==> config.mk <==
export PLATFORM = sky130hd
export DESIGN_NAME = ser_fwd
export DESIGN_NICKNAME = d
export VERILOG_FILES = /design/src/rtl/ser_fwd.sv
export SDC_FILE = /design/constraint.sdc
export NUM_CORES = 1
export LEC_CHECK = 0
export BUFFER_PORTS_ARGS = -buffer_cell sky130_fd_sc_hd__buf_4
export CELL_PAD_IN_SITES_DETAIL_PLACEMENT = 0
export CELL_PAD_IN_SITES_GLOBAL_PLACEMENT = 2
export CORE_UTILIZATION = 34
export DETAILED_ROUTE_END_ITERATION = 8
export PLACE_DENSITY = 0.73
export SLEW_MARGIN = 10
export SYNTH_ARGS = -nofsm -noshare
export SYNTH_HDL_FRONTEND = slang
export SYNTH_SLANG_ARGS = --single-unit
==> constraint.sdc <==
create_clock -name clk -period 1.93 [get_ports clk]
set_clock_uncertainty 0.15 [all_clocks]
set_input_delay 0.386 -clock clk [delete_from_list [all_inputs] [get_ports clk]]
set_output_delay 0.386 -clock clk [all_outputs]
set_load 0.005 [all_outputs]
==> src/rtl/ser_fwd.sv <==
module ser_fwd #(
  parameter int W = 8
) (
  input  logic         clk,
  input  logic         rst_n,
  input  logic         en,
  input  logic         load,
  input  logic [W-1:0] din,
  output logic         sdata,
  output logic         sclk_out,
  output logic         busy,
  output logic         done
);
  localparam int IW = (W > 1) ? $clog2(W) : 1;

  logic          active;
  logic [IW-1:0] idx;
  logic [W-1:0]  sr;
  logic          done_q;
  logic          sd_q;
  logic          fwd_p, fwd_n;

  wire start  = en && load && !active;
  wire rise_d = 1'b1;
  wire fall_d = ~active;

  always_ff @(posedge clk or negedge rst_n) begin
    if (!rst_n) begin
      active <= 1'b0;
      idx    <= IW'(W - 1);
      sr     <= '0;
      done_q <= 1'b0;
    end else begin
      done_q <= 1'b0;
      if (!en) begin
        active <= 1'b0;
      end else if (start) begin
        active <= 1'b1;
        sr     <= din;
        idx    <= IW'(W - 1);
      end else if (active) begin
        if (idx == '0) begin
          active <= 1'b0;
          done_q <= 1'b1;
        end else begin
          idx <= idx - 1'b1;
        end
      end
    end
  end

  always_ff @(negedge clk or negedge rst_n) begin
    if (!rst_n)      sd_q <= 1'b0;
    else if (active) sd_q <= sr[idx];
  end

  always_ff @(posedge clk or negedge rst_n) begin
    if (!rst_n) fwd_p <= 1'b1;
    else        fwd_p <= rise_d ^ fwd_n;
  end

  always_ff @(negedge clk or negedge rst_n) begin
    if (!rst_n) fwd_n <= 1'b0;
    else        fwd_n <= fall_d ^ fwd_p;
  end

  assign sclk_out = fwd_p ^ fwd_n;
  assign sdata    = sd_q;
  assign busy     = active;
  assign done     = done_q;
endmodule

==> Yosys cells after proc, flatten, opt, wreduce, memory -nomap -nowiden <==
Cells that the tools add are included.
{ "op_classes": {"n_eq_ne": 1, "bitwise": 4, "addsub": 1, "n_reduce_logical": 7, "muxes": 13, "magnitude_cmp": 1} }
{ "ops": {"columns": ["operator", "count"], "rows": [
  ["$mux W1", 9],
  ["$mux W3", 3],
  ["$lt A3 B4 Y1 const B", 1],
  ["$bmux W1 S3", 1],
  ["$logic_not A3 Y1", 1],
  ["$reduce_and A3 Y1", 1],
  ["$sub A3 B1 Y3 const B", 1],
  ["$logic_and A1 B1 Y1", 2],
  ["$ne A2 B2 Y1 const B", 1],
  ["$not A1 Y1", 2],
  ["$reduce_and A2 Y1", 1],
  ["$reduce_bool A2 Y1", 1],
  ["$xor A1 B1 Y1", 2],
  ["$logic_not A1 Y1", 1]
]} }
{ "totals": {"inputBits": 12, "wordCells": 34, "regBits": 16, "out_inout_bits": 4} }

==> Depth between registers and ports, before layout <==
{ "depth": {"depth_word": 5, "ltp_mapped": 6, "mapped_depth_nobuf": 5} }

==> results.md <==
* FP Rows at 16
* Power Internal at 0.742 mW
* Max-Cap Viols at 0
* Fin nets at 100
* Worst-Margin Slew at 0.325 ns
* Vias per cell at 4.75
* Switching power share of the total at 26.9%
* Min-Delay Path Class: in2reg
* Clock Root Buffer: clkbuf_4
* # fillers at 197
* CP required at 0.97 ns
* DRT Wirelength at 1360 microns
* Max FO, Critical Path at 2
* Crit-path cells: mux4_2 -> o22ai_2 -> nor3_1
* Worst path slowest cell: dfstp_2
* CTS tree: built
* Clk network pwr share at 22.8%
* Outcome: complete, but fails checks
* Clock Latency Late Sink at 0.30 ns
* Synthesized Nets at 71
* Comb pwr share at 30.0%
* Gr ovfl total at 0
* Maximum clock path buffer count at 2
* DIE WIDTH at 48.7 microns
* HPWL after DPL at 960 microns
* Antenna cells at 0
* Final hold violations at 0
* Antenna violations before repair at 0
* Hold_ws at 0.158 ns
* Post-synth top cells: dfrtp_1 (10), mux2_2 (8), inv_1 (5)
* Iteration-0 DRC Markers at 2
* Setup violators final at 4
* Share of post-route cells with drive strength above 1 at 52.9%
* Psw at 0.273 mW
* Mapped Area at 742 sq um
* Die area at 0.00237 sq mm
* Reg power frac at 47.2%
* Worst Setup End Kind: register
* Leak Pwr at 0.489 nW
* Post-synth top area share at 33.7%
* Pwr Density at 1010 mW/mm^2
* Worst ir drop on vdd at 0.000516 V
* R2R cell count at 3
* Routed vias at 532
* Crit Path Class: reg2reg
* CTS clk-pin slew, worst paths at 0.11 ns
* Layout area overhead at 35.4%
* Final GP Congestion at 0.698
* Ys Warns at 0
* Cell variety after synth at 26
* Vias in the first global route at 568
* WHS Path Cells at 2
* Final Util at 50.2%
* I/O pins at 16
* Initial core utilization at 37.1%
* Clock buffer count from CTS at 3
* GRT Util Overall at 14.5%
* Commonest register cell after synthesis: dfrtp_1
* Cell taking the most area after synthesis: dfrtp_1
* Most common cell in the netlist: dfrtp_1
* FFs w/ async S/R, synth at 100%
* Largest net degree at the start of global routing at 17
* Worst EP arrival at 1.53 ns
* Register area share after synthesis at 54.6%
* Antenna Nets Post-Route at 0
* Synth area leaders: dfrtp_1 (34%), dfstp_2 (14%), mux2_2 (12%), dfrtn_1 (6.7%), mux2i_1 (4.0%)
* H-tree levels at 1
* Drt first pass iters at 2
* Die Y-Extent at 48.7 microns
* CORE AREA at 0.00200 sq mm
* Clk sink count at 16
* Buffers added on ports at 15
* #FFs+latches synth at 16
* Mean Syn Cell Area at 13.0 sq um
* Syn Inst Count at 57
* Number of synthesized flops with an enable pin at 0
* Placement Setup Slack at -0.537 ns
* DRC at 0
* RSZ-0062 raised after global routing: true
* Slowest stage delay, CP at 0.56 ns
* Startpoint types: register
* First-pass GRT wire length at 2550 microns
* DR WL/cell at 12.1 microns
* Failing checks: negative setup slack
* Slew Limit Fails at 0
* Setup slack after layout at -0.561 ns
* Relative slew slack at 77.8%
## through the flow
stage | area [sq um] | power, mW | instances | TNS (ns)
floorplan | 742 | 0.624 | 57 | -0.753
global placement | 940 | 0.761 | 106 | -0.847
detailed placement | 940 | 0.765 | 106 | -0.870
CTS | 1000 | 1.02 | 112 | -1.57
global route | 1000 | 1.08 | 112 | -1.66
finish | 1000 | 1.01 | 112 | -1.55
## path summary, 6_finish.rpt
check	slack [ns]	endpoint	start
max reg2reg	-0.56	sdata	idx[0]
min reg2reg	0.37	sr[7]	sr[7]
max	-0.56	sdata	idx[0]
min	0.16	sr[1]	din[1]
min in group asynchronous	0.31	done	rst_n
max in group asynchronous	0.25	sdata	rst_n
## layout make-up
| class | instances | area (sq um) | area share, % |
|---|---|---|---|
| Sequential cell | 16 | 407 | 40.5 |
| Multi-Input combinational cell | 34 | 308 | 30.6 |
| Timing Repair Buffer | 26 | 201 | 20.0 |
| Clock buffer | 4 | 36.3 | 3.61 |
| Tap cell | 27 | 33.8 | 3.36 |
| Inverter | 5 | 18.8 | 1.87 |
## critical path, delay by kind of cell, from the launching register on
family           cells  cell delay, ns
flip-flops           1            0.56
multiplexers         1            0.50
AND/OR/NAND/NOR      1            0.06
AO/OA/AOI/OAI        1            0.11
## power by group through the flow
stage	logic [mW]	registers [mW]	clock network, mW
after floorplan	0.149	0.475	0
after global placement	0.274	0.487	0
after detailed placement	0.278	0.487	0
after CTS	0.304	0.480	0.237
after global routing	0.331	0.492	0.252
final	0.305	0.479	0.231
## placed cells by master, fill, tap and decap left out, types with 2 or more instances in the layout
cell      Yosys  final
nand2_1       3      3
buf_4         0     24
ha_1          2      2
dfrtp_1      10      9
mux2i_1       3      3
dfrtn_1       2      2
mux2_2        8      8
inv_1         5      5
clkbuf_4      0      3
dfstp_2       4      4
and4_1        3      3
## cell families (layout without fill, tap and decap cells)
family | count (synthesis) | count (layout) | synth area share [%]
buffers and inverters | 7 | 35 | 4.72
flip-flops | 16 | 16 | 54.6
multiplexers | 12 | 12 | 19.2
adder cells (fa/ha/maj) | 2 | 2 | 3.37
AO/OA/AOI/OAI | 7 | 7 | 6.24
XOR/XNOR | 2 | 2 | 2.36
AND/OR/NAND/NOR | 11 | 11 | 9.45
## what timing repair did
item	CTS	global route
pin swaps	0	0
setup buffers	1	0
endpoints found under the setup margin	4	4
resized for setup	1	2
hold endpoints to repair	10	0
hold buffers	1	0
cloned	0	0
## registers in the layout, indices dropped and copies added (netlist names)
register and cells:
sr 8, fwd_p 1, done 1, sdata 1, busy 1, idx 3, fwd_n 1
## routing by layer
metal | vias up | wire (microns) | track usage, %
met4 | 0 | 46 | 8.82
met3 | 5 | 50 | 2.83
met5 | - | 0 | 0
met2 | 13 | 622 | 22.0
li1 | 257 | - | -
met1 | 257 | 638 | 18.9
No activity file was read; power rests on OpenSTA's default activity.
